File: src/rtl/adcemu_pkg.sv
package adcemu_pkg;

  localparam int FRAME_BITS    = 16;
  localparam int LEAD_BITS     = 4;
  localparam int ABANDON_EDGES = 2;
  localparam int COMMIT_EDGES  = 10;
  localparam int TRACK_EDGES   = 13;

  typedef enum logic [1:0] {
    MODE_UNKNOWN  = 2'b00,
    MODE_NORMAL   = 2'b01,
    MODE_SHUTDOWN = 2'b10,
    MODE_POWERUP  = 2'b11
  } pwr_mode_e;

endpackage

File: src/rtl/adcemu_sync.sv
module adcemu_sync #(
  parameter int   STAGES  = 2,
  parameter logic RST_VAL = 1'b1
) (
  input  logic clk,
  input  logic rst_n,
  input  logic async_i,
  output logic rise_o,
  output logic fall_o
);

  logic [STAGES-1:0] chain;
  logic              prev;

  always_ff @(posedge clk) begin
    if (!rst_n) begin
      chain <= {STAGES{RST_VAL}};
      prev  <= RST_VAL;
    end else begin
      chain <= {chain[STAGES-2:0], async_i};
      prev  <= chain[STAGES-1];
    end
  end

  assign rise_o = chain[STAGES-1] & ~prev;
  assign fall_o = ~chain[STAGES-1] & prev;

endmodule

File: src/rtl/adcemu_frame.sv
module adcemu_frame #(
  parameter int WIDTH       = 12,
  parameter int FRAME_BITS  = 16,
  parameter int LEAD_BITS   = 4,
  parameter int TRACK_EDGES = 13,
  parameter int CW          = $clog2(FRAME_BITS + 1)
) (
  input  logic             clk,
  input  logic             rst_n,
  input  logic             cs_fall,
  input  logic             cs_rise,
  input  logic             sck_fall,
  input  logic             sck_rise,
  input  logic [WIDTH-1:0] sample,
  output logic             sdata_o,
  output logic             oe_o,
  output logic             hold_o,
  output logic             start_o,
  output logic             cut_o,
  output logic             adv_o,
  output logic             done_o,
  output logic [CW-1:0]    falls_o
);

  localparam int TRAIL_BITS = FRAME_BITS - LEAD_BITS - WIDTH;
  localparam int RW         = $clog2(TRACK_EDGES + 1);
  localparam logic [CW-1:0] LAST_FALL = CW'(FRAME_BITS - 1);
  localparam logic [RW-1:0] LAST_RISE = RW'(TRACK_EDGES - 1);

  logic [FRAME_BITS-1:0] word;
  logic [FRAME_BITS-1:0] shreg;
  logic [CW-1:0]         fcnt;
  logic [RW-1:0]         rcnt;
  logic                  active;
  logic                  holding;

  if (TRAIL_BITS == 0) begin : g_notrail
    assign word = {{LEAD_BITS{1'b0}}, sample};
  end else begin : g_trail
    assign word = {{LEAD_BITS{1'b0}}, sample, {TRAIL_BITS{1'b0}}};
  end

  assign start_o = cs_fall;
  assign cut_o   = active & cs_rise;
  assign adv_o   = active & sck_fall & ~cs_rise;
  assign done_o  = adv_o & (fcnt == LAST_FALL);
  assign falls_o = fcnt;

  always_ff @(posedge clk) begin
    if (!rst_n) begin
      active  <= 1'b0;
      holding <= 1'b0;
      fcnt    <= '0;
      rcnt    <= '0;
      shreg   <= '0;
    end else if (cs_fall) begin
      active  <= 1'b1;
      holding <= 1'b1;
      fcnt    <= '0;
      rcnt    <= '0;
      shreg   <= word;
    end else if (cut_o) begin
      active  <= 1'b0;
      holding <= 1'b0;
    end else begin
      if (adv_o) begin
        fcnt  <= fcnt + 1'b1;
        shreg <= {shreg[FRAME_BITS-2:0], 1'b0};
        if (done_o) active <= 1'b0;
      end
      if (active && sck_rise && holding) begin
        rcnt <= rcnt + 1'b1;
        if (rcnt == LAST_RISE) holding <= 1'b0;
      end
    end
  end

  assign oe_o    = active;
  assign hold_o  = holding;
  assign sdata_o = active & shreg[FRAME_BITS-1];

  AST_OE_OPENS_ON_CS: assert property (@(posedge clk) disable iff (!rst_n)
    $rose(oe_o) |-> $past(cs_fall));
  AST_OE_SHUT_ON_CS: assert property (@(posedge clk) disable iff (!rst_n)
    $past(cs_rise) |-> !oe_o);
  AST_HOLD_INSIDE_FRAME: assert property (@(posedge clk) disable iff (!rst_n)
    hold_o |-> oe_o);
  AST_LEAD_ZEROS: assert property (@(posedge clk) disable iff (!rst_n)
    (oe_o && fcnt < CW'(LEAD_BITS)) |-> !sdata_o);

endmodule

File: src/rtl/adcemu_mode.sv
module adcemu_mode
  import adcemu_pkg::*;
#(
  parameter int ABANDON_EDGES = 2,
  parameter int COMMIT_EDGES  = 10,
  parameter int CW            = 5
) (
  input  logic          clk,
  input  logic          rst_n,
  input  logic          start,
  input  logic          cut,
  input  logic          adv,
  input  logic          done,
  input  logic [CW-1:0] falls,
  output pwr_mode_e     mode_o,
  output logic          dummy_o,
  output logic          last_valid_o
);

  localparam logic [CW-1:0] ABN = CW'(ABANDON_EDGES);
  localparam logic [CW-1:0] CMT = CW'(COMMIT_EDGES);
  localparam logic [CW-1:0] PRE = CW'(COMMIT_EDGES - 1);

  always_ff @(posedge clk) begin
    if (!rst_n) begin
      mode_o       <= MODE_UNKNOWN;
      dummy_o      <= 1'b0;
      last_valid_o <= 1'b0;
    end else if (start) begin
      if (mode_o != MODE_NORMAL) begin
        mode_o  <= MODE_POWERUP;
        dummy_o <= 1'b1;
      end else begin
        dummy_o <= 1'b0;
      end
    end else if (cut) begin
      last_valid_o <= 1'b0;
      dummy_o      <= 1'b0;
      if (mode_o == MODE_POWERUP)
        mode_o <= MODE_SHUTDOWN;
      else if (mode_o == MODE_NORMAL && falls >= ABN && falls < CMT)
        mode_o <= MODE_SHUTDOWN;
    end else begin
      if (adv && falls == PRE && mode_o == MODE_POWERUP)
        mode_o <= MODE_NORMAL;
      if (done) begin
        last_valid_o <= !dummy_o;
        dummy_o      <= 1'b0;
      end
    end
  end

  AST_NO_DIRECT_WAKE: assert property (@(posedge clk) disable iff (!rst_n)
    $past(mode_o == MODE_SHUTDOWN) |-> mode_o != MODE_NORMAL);
  AST_VALID_NEEDS_LIVE: assert property (@(posedge clk) disable iff (!rst_n)
    $rose(last_valid_o) |-> $past(done && !dummy_o));
  AST_MODE_ON_EVENT: assert property (@(posedge clk) disable iff (!rst_n)
    (mode_o != $past(mode_o)) |-> $past(start || cut || adv));
  AST_UNKNOWN_ONCE: assert property (@(posedge clk) disable iff (!rst_n)
    $past(mode_o != MODE_UNKNOWN) |-> mode_o != MODE_UNKNOWN);

endmodule

File: src/rtl/adc_serial_emu.sv
module adc_serial_emu
  import adcemu_pkg::*;
#(
  parameter int WIDTH         = 12,
  parameter int SYNC_STAGES   = 2,
  parameter int FRAME_LEN     = FRAME_BITS,
  parameter int LEAD_ZEROS    = LEAD_BITS,
  parameter int ABANDON_FALLS = ABANDON_EDGES,
  parameter int COMMIT_FALLS  = COMMIT_EDGES,
  parameter int TRACK_RISES   = TRACK_EDGES
) (
  input  logic             clk,
  input  logic             rst_n,
  input  logic             cs_n,
  input  logic             sclk,
  input  logic [WIDTH-1:0] sample,
  output logic             sdata,
  output logic             sdata_oe,
  output logic             hold,
  output logic             frame_dummy,
  output logic [1:0]       mode,
  output logic             last_valid
);

  localparam int CW = $clog2(FRAME_LEN + 1);

  logic          cs_rise, cs_fall, sck_rise, sck_fall;
  logic          start, cut, adv, done;
  logic [CW-1:0] falls;
  pwr_mode_e     mode_q;

  adcemu_sync #(.STAGES(SYNC_STAGES), .RST_VAL(1'b1)) u_cs_sync (
    .clk(clk), .rst_n(rst_n), .async_i(cs_n),
    .rise_o(cs_rise), .fall_o(cs_fall)
  );

  adcemu_sync #(.STAGES(SYNC_STAGES), .RST_VAL(1'b0)) u_sck_sync (
    .clk(clk), .rst_n(rst_n), .async_i(sclk),
    .rise_o(sck_rise), .fall_o(sck_fall)
  );

  adcemu_frame #(
    .WIDTH(WIDTH), .FRAME_BITS(FRAME_LEN), .LEAD_BITS(LEAD_ZEROS),
    .TRACK_EDGES(TRACK_RISES), .CW(CW)
  ) u_frame (
    .clk(clk), .rst_n(rst_n),
    .cs_fall(cs_fall), .cs_rise(cs_rise),
    .sck_fall(sck_fall), .sck_rise(sck_rise),
    .sample(sample),
    .sdata_o(sdata), .oe_o(sdata_oe), .hold_o(hold),
    .start_o(start), .cut_o(cut), .adv_o(adv), .done_o(done),
    .falls_o(falls)
  );

  adcemu_mode #(
    .ABANDON_EDGES(ABANDON_FALLS), .COMMIT_EDGES(COMMIT_FALLS), .CW(CW)
  ) u_mode (
    .clk(clk), .rst_n(rst_n),
    .start(start), .cut(cut), .adv(adv), .done(done), .falls(falls),
    .mode_o(mode_q), .dummy_o(frame_dummy), .last_valid_o(last_valid)
  );

  assign mode = mode_q;

endmodule

File: config.mk
export PLATFORM = sky130hd
export DESIGN_NAME = adc_serial_emu
export DESIGN_NICKNAME = d
export VERILOG_FILES = /design/src/rtl/adcemu_pkg.sv /design/src/rtl/adcemu_sync.sv /design/src/rtl/adcemu_frame.sv /design/src/rtl/adcemu_mode.sv /design/src/rtl/adc_serial_emu.sv
export SDC_FILE = /design/constraint.sdc
export NUM_CORES = 1
export LEC_CHECK = 0
export BUFFER_PORTS_ARGS = -buffer_cell sky130_fd_sc_hd__buf_2
export CORE_MARGIN = 2
export CORE_UTILIZATION = 35
export CTS_CLUSTER_SIZE = 40
export DETAILED_ROUTE_END_ITERATION = 6
export GPL_ROUTABILITY_DRIVEN = 1
export MAX_ROUTING_LAYER = met4
export PLACE_DENSITY_LB_ADDON = 0.1
export SYNTH_ARGS = -nofsm -noshare
export SYNTH_HDL_FRONTEND = slang
export SYNTH_SLANG_ARGS = --single-unit
File: constraint.sdc
create_clock -name clk -period 1.5 [get_ports clk]
set_input_delay 0.3 -clock clk [delete_from_list [all_inputs] [get_ports clk]]
set_output_delay 0.3 -clock clk [all_outputs]
set_load 0.02 [all_outputs]
---- Word-level counts from Yosys, hierarchy flattened ----
Cells that the tools add are included.
operators by class
  $add $sub $neg .......................... 2
  $lt $le $gt $ge ......................... 2
  equal/unequal tests ..................... 9
  muxes and demuxes ....................... 22
  bitwise operators ....................... 17
  reductions and logical operators ........ 22
operators with widths
  operator                                                                              count
  12-bit two-way mux                                                                    3
  3-bit nonzero test                                                                    5
  1-bit two-way mux                                                                     13
  2-bit two-way mux                                                                     6
  2-bit AND reduction                                                                   6
  5-bit by 4-bit equality test with 1-bit output (second input constant)                2
  1-bit AND                                                                             9
  1-bit inverter                                                                        8
  1-bit logical AND                                                                     6
  5-bit by 1-bit adder with 5-bit output (second input constant)                        1
  5-bit by 2-bit greater-or-equal comparator with 1-bit output (second input constant)  1
  5-bit by 4-bit < comparator with 1-bit output (second input constant)                 1
  4-bit by 1-bit adder with 4-bit output (second input constant)                        1
  4-bit equality test (second input constant)                                           1
  2-bit by 1-bit inequality test with 1-bit output (second input constant)              2
  4-bit by 2-bit inequality test with 1-bit output (second input constant)              1
  2-bit nonzero test                                                                    2
  3-bit AND reduction                                                                   1
  2-bit by 1-bit equality test with 1-bit output (second input constant)                1
  2-bit equality test (second input constant)                                           1
  2-bit inequality test (second input constant)                                         1
  2-bit OR reduction                                                                    1
  1-bit zero test                                                                       1
storage, ports and cells
  flip-flop bits (word level) ............. 37
  input port bits ......................... 16
  output and inout port bits .............. 7
  word-level logic and storage cells ...... 87

---- Depth between registers and ports, before layout ----
Gate-level depths: netlist of run 1.
  depth in word-level cells ............... 9
  depth in mapped cells ................... 6
  depth with buffers taken out ............ 6

---- Cells and area by module ----
Synthesis of run 1 repeated with hierarchy kept, for this count alone.
second synthesis, totals
  cells, all modules ...................... 188
  area, all modules ....................... 1599.0 um^2
modules (own cells, without submodules)
  module        instances  cells each  area an instance (um^2)  sequential area each (um^2)
  adcemu_frame  1          146         1194.9                   540.5
  adcemu_mode   1          26          221.5                    80.1
  adcemu_sync   2          8           91.3                     60.1

---- Worst setup path before layout of run 1 ----
No wires, ideal clock.
  path kind ............................... register to register
  start point ............................. register u_frame.active, in the netlist u_frame.oe_o
  end point ............................... register u_frame.rcnt[1]
  setup time .............................. 0.070 ns
  data arrival time ....................... 1.331 ns
  required time ........................... 1.430 ns
  slack ................................... 0.100 ns
  stages on the path, launching flop included .. 4
  buffers on the path ..................... 0
  clock period less this slack ............ 1.400 ns
  cells stage by stage .................... dfxtp_1 > nand3b_1 > or4b_1 > a21oi_1
on the way
  word-level cells in the longest chain between the ends .. 3
  elaborated cells between the ends (all ways) .. 5
  those cells by class .................... bitwise (2); reduce/logical (3)
ends and longest elaborated chain
  what                                                                  line                                    text
  start, declared                                                       adcemu_frame.sv:34                      logic active;
  start signal, assigned                                                adcemu_frame.sv:51                      active <= 1'b0;
  start signal, assigned                                                adcemu_frame.sv:57                      active <= 1'b1;
  start signal, assigned                                                adcemu_frame.sv:63                      active <= 1'b0;
  1-bit AND or 1-bit logical AND (tied branches)                        adcemu_frame.sv:44, adcemu_frame.sv:71
  1-bit inverter (no source line) or 1-bit logical AND (tied branches)  n/a
  2-bit AND reduction (no source line) (*)                              n/a
  end signal, assigned                                                  adcemu_frame.sv:72                      rcnt <= rcnt + 1'b1;
  end, declared                                                         adcemu_frame.sv:33                      logic [RW-1:0] rcnt;
Mark *: on every way between the ends. The rest lies on a longest branch, timed or not.
A chain may end at the register's enable or synchronous reset.

---- Worst setup path after layout of run 1 ----
  start point ............................. register u_frame.fcnt[0], in the netlist u_frame.falls_o[0]
  end point ............................... register u_mode.last_valid_o
on the way
  word-level cells in the longest chain between the ends .. 4
ends and longest elaborated chain
  what                                            line                text
  start, declared                                 adcemu_frame.sv:32  logic [CW-1:0] fcnt;
  start signal, assigned                          adcemu_frame.sv:67  fcnt <= fcnt + 1'b1;
  5-bit by 4-bit equality test with 1-bit output  adcemu_frame.sv:46  assign done_o = adv_o & (fcnt == LAST_FALL);
  1-bit AND                                       adcemu_frame.sv:46
  2-bit nonzero test (no source line)             n/a
  2-bit AND reduction (no source line)            n/a
  end signal, assigned                            adcemu_mode.sv:47   last_valid_o <= !dummy_o;
  end, declared                                   adcemu_mode.sv:17   output logic last_valid_o
No other way between the ends.

==> results of run 1 <==
critical path: stages, from the launching register on:
cell and delay, ps:
dfxtp_4 380, ha_1 170, and3_1 160, ha_2 190, nand4b_1 150, a21oi_2 150
o32ai_1 90
per-layer routing:
metal	global-route usage	share of wire	up-vias
li1	-	-	781
met5	-	0	-
met2	0.2679	0.47	29
met4	0.07071	0.015	0
met3	0.04664	0.034	4
met1	0.2136	0.48	733
cell families after synthesis:
kind of cell	count (synthesis)	share of synthesized area
AOI/OAI and AO/OA	70	0.2387
and+or+nand+nor	61	0.2203
DFF	37	0.4334
buffers and inverters	22	0.05930
adders and majority gates	5	0.03660
muxes	2	0.01171
per-stage QoR:
step / area [um^2] / worst slack (ps) / std cells / utilization / hold slack, ps
floorplan: 1709 / 99.72 / 197 / - / 373.0
global placement: 1888 / 64.56 / 279 / 0.3997 / 394.4
detailed placement: 1888 / 13.11 / 279 / 0.3997 / 392.2
CTS: 1976 / 9.766 / 286 / 0.4183 / 185.4
global route: 2003 / 16.55 / 287 / 0.4241 / 182.3
finish: 2003 / 104.2 / 287 / 0.4241 / 189.8
area by class of cell:
class	instances	area, um^2
Fill cell	489	2720
Multi-Input combinational cell	139	888.4
Sequential cell	37	748.2
Timing Repair Buffer	30	170.2
Clock buffer	7	86.33
Tap cell	67	83.83
Inverter	7	26.28
power groups by stage:
stage | Sequential, W | Clock [W] | Combinational, W
2_1_floorplan | 0.00107 | 0 | 0.0000862
3_3_place_gp | 0.00106 | 0 | 0.000150
5_1_grt | 0.00105 | 0.000767 | 0.000174
6_report | 0.00104 | 0.000703 | 0.000156
3_5_place_dp | 0.00107 | 0 | 0.000153
4_1_cts | 0.00104 | 0.000719 | 0.000155
placed cells by master (no fill, tap or decap), types with 2 or more instances in the layout:
cell      netlist  routed
nand3b_1        3       3
a211oi_1        2       2
dfxtp_2         0       3
nand4b_1        3       3
a21oi_1        16      15
nor4_1          2       2
nand2b_1        4       4
buf_4           1       8
clkbuf_8        0       6
nand2_1         4       3
o31ai_1         5       5
mux2i_1         2       2
nor3_1          2       2
inv_1           7       7
buf_2           5      22
dfxtp_1        37      33
ha_1            5       4
or3_1           3       3
o21ai_0        28      28
nand3_1        23      23
and2_1          4       4
or4_1           3       3
a31oi_1        11      11
o211ai_1        3       3
timing repair:
| item | CTS | global route |
|---|---|---|
| cloned | 0 | 1 |
| resized for setup | 1 | 9 |
| endpoints found under the hold margin | 0 | 0 |
| endpoints found under the setup margin | 1 | 26 |
| pin swaps | 0 | 2 |
final timing paths:
| kind | end | cells after the start | slack, ps |
|---|---|---|---|
| setup / recovery | u_mode.last_valid_o$_SDFFE_PN0P_ | 6 | 100 |
| hold / removal | u_cs_sync.chain[0]$_SDFF_PN1_ | 2 | 190 |
| setup reg to reg | u_mode.last_valid_o$_SDFFE_PN0P_ | 6 | 100 |
| hold reg to reg | u_cs_sync.chain[1]$_SDFF_PN1_ | 1 | 410 |
flip-flops by register name (all words and copies together), names as in the netlist:
register and flops:
u_sck_sync.prev 1, u_frame.rcnt 4, u_mode.last_valid_o 1, u_sck_sync.chain 2
u_mode.mode_o 2, u_mode.dummy_o 1, u_frame.oe_o 1, u_frame.shreg 16
u_cs_sync.chain 2, u_frame.falls_o 5, u_cs_sync.prev 1, u_frame.hold_o 1
==> impl_metrics.py, run 1 <==
metrics = {
    "floorplan": {
        "die_h_um": 73.88,
        "initial_core_util": 0.3619,
        "ios": 23,
        "chipWidth_um": 73.88,
        "core.rowCount": 25,
        "core-area_um2": 4723,
        "die-area_um2": 5458,
    },
    "global_route": {
        "grt_overflow": 0,
        "grt_usage": 0.1734,
        "grt_start_max_net_pins": 30,
        "grt_antenna_before_repair": 0,
        "grt_pass1_wl_mm": 7.017,
        "first_global_vias": 1523,
    },
    "clock_network": {
        "clk-insertion-delay-late_ps": 290,
        "postCtsHoldBufs": 0,
        "cts_tree": "done",
        "cts_buffers": 5,
        "numClockSinks": 37,
        "clock-root-buffer": "clkbuf_8",
        "clkTransAtPathRegs_ps": 70,
        "clock_path_buffers": 2,
        "post_cts_buffers": 0,
        "htree_levels": 2,
    },
    "power_and_ir_drop": {
        "switching_share": 0.2403,
        "ir_drop_v": 0.0005022,
        "p_comb_frac": 0.082,
        "clkPwrFrac": 0.369,
        "power_w": 0.001903,
        "power_frac_seq": 0.549,
        "p_switching_w": 0.0004571,
        "p_int_w": 0.001446,
        "p_per_area_nw_per_um2": 949.8,
        "leakage_nw": 0.6983,
    },
    "routing": {
        "first_iter_violations": 94,
        "via_count": 1547,
        "drc": 0,
        "wl_mm": 4.147,
        "viasPerCell": 5.390,
        "firstDrtPassIters": 4,
        "postRouteAntennaNets": 0,
        "wl_per_cell_um": 14.45,
    },
    "synth": {
        "synth.area.top_cells": "dfxtp_1, o21ai_0, nand3_1",
        "yosysTopAreaCell": "dfxtp_1",
        "synth-warning-count": 0,
        "synthArstFlopShare": 0,
        "post_synth_num_cell_types": 39,
        "synth.most_common_cell": "dfxtp_1",
        "synth_nets": 218,
        "ys.flop_type": "dfxtp_1",
        "ys_seq_area_frac": 0.4334,
        "synth_top_area_frac": 0.4334,
        "synth_area_um2": 1709,
        "netlist_top_cells_count": "dfxtp_1, o21ai_0, nand3_1",
        "synth_edf_count": 0,
        "ys_seq_elements": 37,
        "synthesis.instances": 197,
        "synth_area_per_cell_um2": 8.676,
    },
    "timing": {
        "skew_ps": 6.215,
        "finalCritPeriodShare": 0.9305,
        "period_minus_slack_ps": 1396,
        "rsz0062_at_grt": "no",
        "final-setup-viol-count": 0,
        "tightest_slew_ps": 548.3,
        "fmax_mhz": 716.4,
        "drv_slew": 0,
        "slew_headroom": 0.6328,
        "hold_viol": 0,
        "final.setup.tns_ps": 0,
    },
    "setup_path": {
        "startpoint": "u_frame.falls_o[0]$_SDFFE_PP0P_",
        "crit_fanout": 5,
        "arrival_ps": 1560,
        "start_kind": "flip-flop",
        "r2r-start": "u_frame.falls_o[0]$_SDFFE_PP0P_",
        "path_class": "flip-flop to flip-flop",
        "worst_ep_required_time_ps": 1670,
        "crit_path_end_kind": "flip-flop",
    },
    "cells_and_area": {
        "diodes": 0,
        "drive_above_1_share": 0.2182,
        "area_growth_pct": 17.20,
        "fin_nets": 241,
    },
    "placed_design": {
        "port-buffer-count": 22,
        "dpl.hpwl_mm": 2.749,
        "place_congestion": 0.7881,
    },
    "worst_hold_path": {
        "hp-start": "cs_n",
        "hold_class": "primary input to flip-flop",
    },
    "run_status": {
        "status": "finished clean",
    },
    "flow_run": {
        "drv_cap": 0,
    },
}
Note: power is estimated with default switching activity, not from simulation.
==> run 2: changes to the inputs <==
--- a/config.mk
+++ b/config.mk
@@ -5,7 +5,7 @@
 export SDC_FILE = /design/constraint.sdc
 export NUM_CORES = 1
 export LEC_CHECK = 0
-export BUFFER_PORTS_ARGS = -buffer_cell sky130_fd_sc_hd__buf_2
+export BUFFER_PORTS_ARGS = -buffer_cell sky130_fd_sc_hd__clkbuf_2
 export CORE_MARGIN = 2
 export CORE_UTILIZATION = 35
 export CTS_CLUSTER_SIZE = 40
@@ -15,4 +15,5 @@
 export PLACE_DENSITY_LB_ADDON = 0.1
 export SYNTH_ARGS = -nofsm -noshare
 export SYNTH_HDL_FRONTEND = slang
+export SYNTH_HIERARCHICAL = 1
 export SYNTH_SLANG_ARGS = --single-unit
==> run 2 against run 1 <==
  * Non-clock buffer count up 2
  * Combinational power down 21%
  * Via count down 12%
  * Clock skew down 0.71 ps
  * Power up 7.5%
  * Sequential power about the same
  * Synthesized cell count down 4.6%
  * Clock power up 27%
  * Die area down 6.1%
  * Hold slack worse by 0.51 ps
  * Global-route usage down 2.8 points
  * Critical endpoint is now u_frame/falls_o[3]$_SDFFE_PP0P_
==> impl_metrics.py, run 2 <==
metrics = {
    "clock_network": {
        "numClockSinks": 37,
        "htree_levels": 2,
        "cts_buffers": 5,
        "cts_tree": "done",
        "clk-insertion-delay-late_ps": 290,
        "clock-root-buffer": "clkbuf_8",
        "clkTransAtPathRegs_ps": 70,
        "clock_path_buffers": 2,
        "post_cts_buffers": 0,
    },
    "floorplan": {
        "core.rowCount": 24,
        "chipWidth_um": 71.59,
        "die_h_um": 71.59,
        "die-area_um2": 5125,
        "ios": 23,
        "initial_core_util": 0.3647,
        "core-area_um2": 4384,
    },
    "global_route": {
        "grt_start_max_net_pins": 23,
        "grt_overflow": 0,
        "grt_pass1_wl_mm": 5.671,
        "grt_antenna_before_repair": 0,
        "grt_usage": 0.1456,
        "first_global_vias": 1297,
    },
    "routing": {
        "via_count": 1362,
        "viasPerCell": 5.026,
        "firstDrtPassIters": 4,
        "first_iter_violations": 80,
        "wl_mm": 3.200,
        "drc": 0,
        "postRouteAntennaNets": 0,
        "wl_per_cell_um": 11.81,
    },
    "run_status": {
        "status": "finished clean",
    },
    "power_and_ir_drop": {
        "leakage_nw": 0.8108,
        "power_frac_seq": 0.504,
        "p_per_area_nw_per_um2": 1050,
        "p_int_w": 0.001607,
        "p_switching_w": 0.0004381,
        "switching_share": 0.2142,
        "p_comb_frac": 0.061,
        "power_w": 0.002046,
        "clkPwrFrac": 0.436,
        "ir_drop_v": 0.0005518,
    },
    "cells_and_area": {
        "diodes": 0,
        "fin_nets": 238,
        "largest_reg_flops": 16,
        "final_cell_mix": "dfxtp_1, nand2_1, clkbuf_2, o21ai_0, a21oi_1",
        "final_common_cell": "dfxtp_1",
        "drive_above_1_share": 0.2329,
        "area_growth_pct": 21.83,
        "n_fill_cell": 441,
        "regMostFlops": "u_frame/shreg",
    },
    "timing": {
        "rsz0062_at_grt": "yes",
        "hold_viol": 0,
        "skew_ps": 5.509,
        "slew_headroom": 0.6916,
        "drv_slew": 0,
        "fmax_mhz": 702.5,
        "finalCritPeriodShare": 0.9490,
        "period_minus_slack_ps": 1424,
        "tightest_slew_ps": 461.5,
        "setup_ws_ps": 76.44,
        "final-setup-viol-count": 0,
    },
    "synth": {
        "synth_edf_count": 0,
        "yosysTopAreaCell": "dfxtp_1",
        "synth.area.top_cells": "dfxtp_1, nand2_1, o21ai_0",
        "synth_area_um2": 1599,
        "synthArstFlopShare": 0,
        "synth_top_area_frac": 0.4632,
        "ys_seq_area_frac": 0.4632,
        "synth_nets": 208,
        "ys.flop_type": "dfxtp_1",
        "synth-warning-count": 6,
        "netlist_top_cells_count": "dfxtp_1, nand2_1, o21ai_0",
        "synth.most_common_cell": "dfxtp_1",
        "synth_area_per_cell_um2": 8.506,
        "ys_seq_elements": 37,
        "synthesis.instances": 188,
        "post_synth_num_cell_types": 34,
    },
    "setup_path": {
        "crit_fanout": 21,
        "worst_ep_required_time_ps": 1720,
        "path_class": "flip-flop to flip-flop",
        "start_kind": "flip-flop",
        "crit_path_end_kind": "flip-flop",
        "arrival_ps": 1640,
    },
    "placed_design": {
        "dpl.hpwl_mm": 2.294,
        "place_congestion": 0.7506,
        "place_ws_ps": -6.053,
        "port-buffer-count": 22,
    },
    "worst_hold_path": {
        "hold_class": "primary input to flip-flop",
    },
    "flow_run": {
        "drv_cap": 0,
    },
}
## run 2: cell types whose count changed after synthesis, sizes merged, moves of 3 or more
cell    before  now
nand3       23    4
clkbuf       8    4
or4          3    0
nand2        4   35
o31ai        5    1
nor2         1   10
a21oi       16   11
nor2b        2    5
a21boi       0    4
o211ai       3    0
o21ai       28   18
## run 2: kinds of logic (layout without fill, tap and decap cells)
family                   after synthesis  in the layout  share of synthesized area
AND/OR/NAND/NOR                       79             79                     0.2574
buffers and inverters                 16             47                    0.05007
AO/OA/AOI/OAI                         49             49                     0.1808
adder cells (fa/ha/maj)                4              4                    0.03130
flip-flops                            37             37                     0.4632
XOR/XNOR                               2              2                    0.01096
multiplexers                           1              1                   0.006260
## run 2: layout make-up
type | count | area (um^2) | area share
sequential | 37 | 742.0 | 0.3809
clock buffer | 6 | 82.58 | 0.04239
inverter | 7 | 26.28 | 0.01349
timing repair buffer | 32 | 197.7 | 0.1015
clock inverter | 2 | 37.54 | 0.01927
multi-input combinational | 135 | 797.0 | 0.4091
tap | 52 | 65.06 | 0.03340
## run 2: path summary, 6_finish.rpt
check	startpoint	endpoint	slack, ps	cells after the start
worst min register to register	u_cs_sync/chain[0]$_SDFF_PN1_	u_cs_sync/chain[1]$_SDFF_PN1_	410	1
worst max-delay path	u_sck_sync/prev$_SDFF_PN0_	u_frame/falls_o[3]$_SDFFE_PP0P_	80	5
worst min-delay path	cs_n	u_cs_sync/chain[0]$_SDFF_PN1_	190	2
worst max register to register	u_sck_sync/prev$_SDFF_PN0_	u_frame/falls_o[3]$_SDFFE_PP0P_	80	5
## run 2: critical path, stage by stage (launching register included)
cell and delay (ps):
dfxtp_1 330, nor2b_1 250, nand3b_4 130, buf_12 170, or3_1 340, a21oi_1 130
## run 2: per-stage QoR
stage	area, um^2	hold WS (ps)	std cells	util	TNS (ps)
after global routing	1948	182.6	271	0.4443	-20.05
after global placement	1808	400.5	263	0.4124	0
after floorplan	1599	373.0	188	-	0
after detailed placement	1808	397.8	263	0.4124	-6.053
after CTS	1931	175.9	271	0.4404	0
final	1948	189.3	271	0.4443	0
## run 2: timing repair
item                                    in CTS  in global routing
pin swaps                                    1                  2
gates resized for setup                      3                  6
endpoints found under the setup margin       1                 13
hold buffers                                 0                  0
## run 2: power groups by stage
stage	Clock [W]	Combinational, W	Sequential, W
final	0.000891	0.000124	0.00103
after global routing	0.000973	0.000140	0.00103
after CTS	0.000925	0.000125	0.00103
after detailed placement	0	0.000124	0.00105
after global placement	0	0.000121	0.00105
after floorplan	0	0.0000656	0.00106
## run 2: metal layers
layer,vias up,track usage,share of wire
li1,706,-,-
met1,627,0.1708,0.46
met2,23,0.2356,0.48
met3,6,0.04641,0.041
met4,0,0.05031,0.015
met5,-,-,0
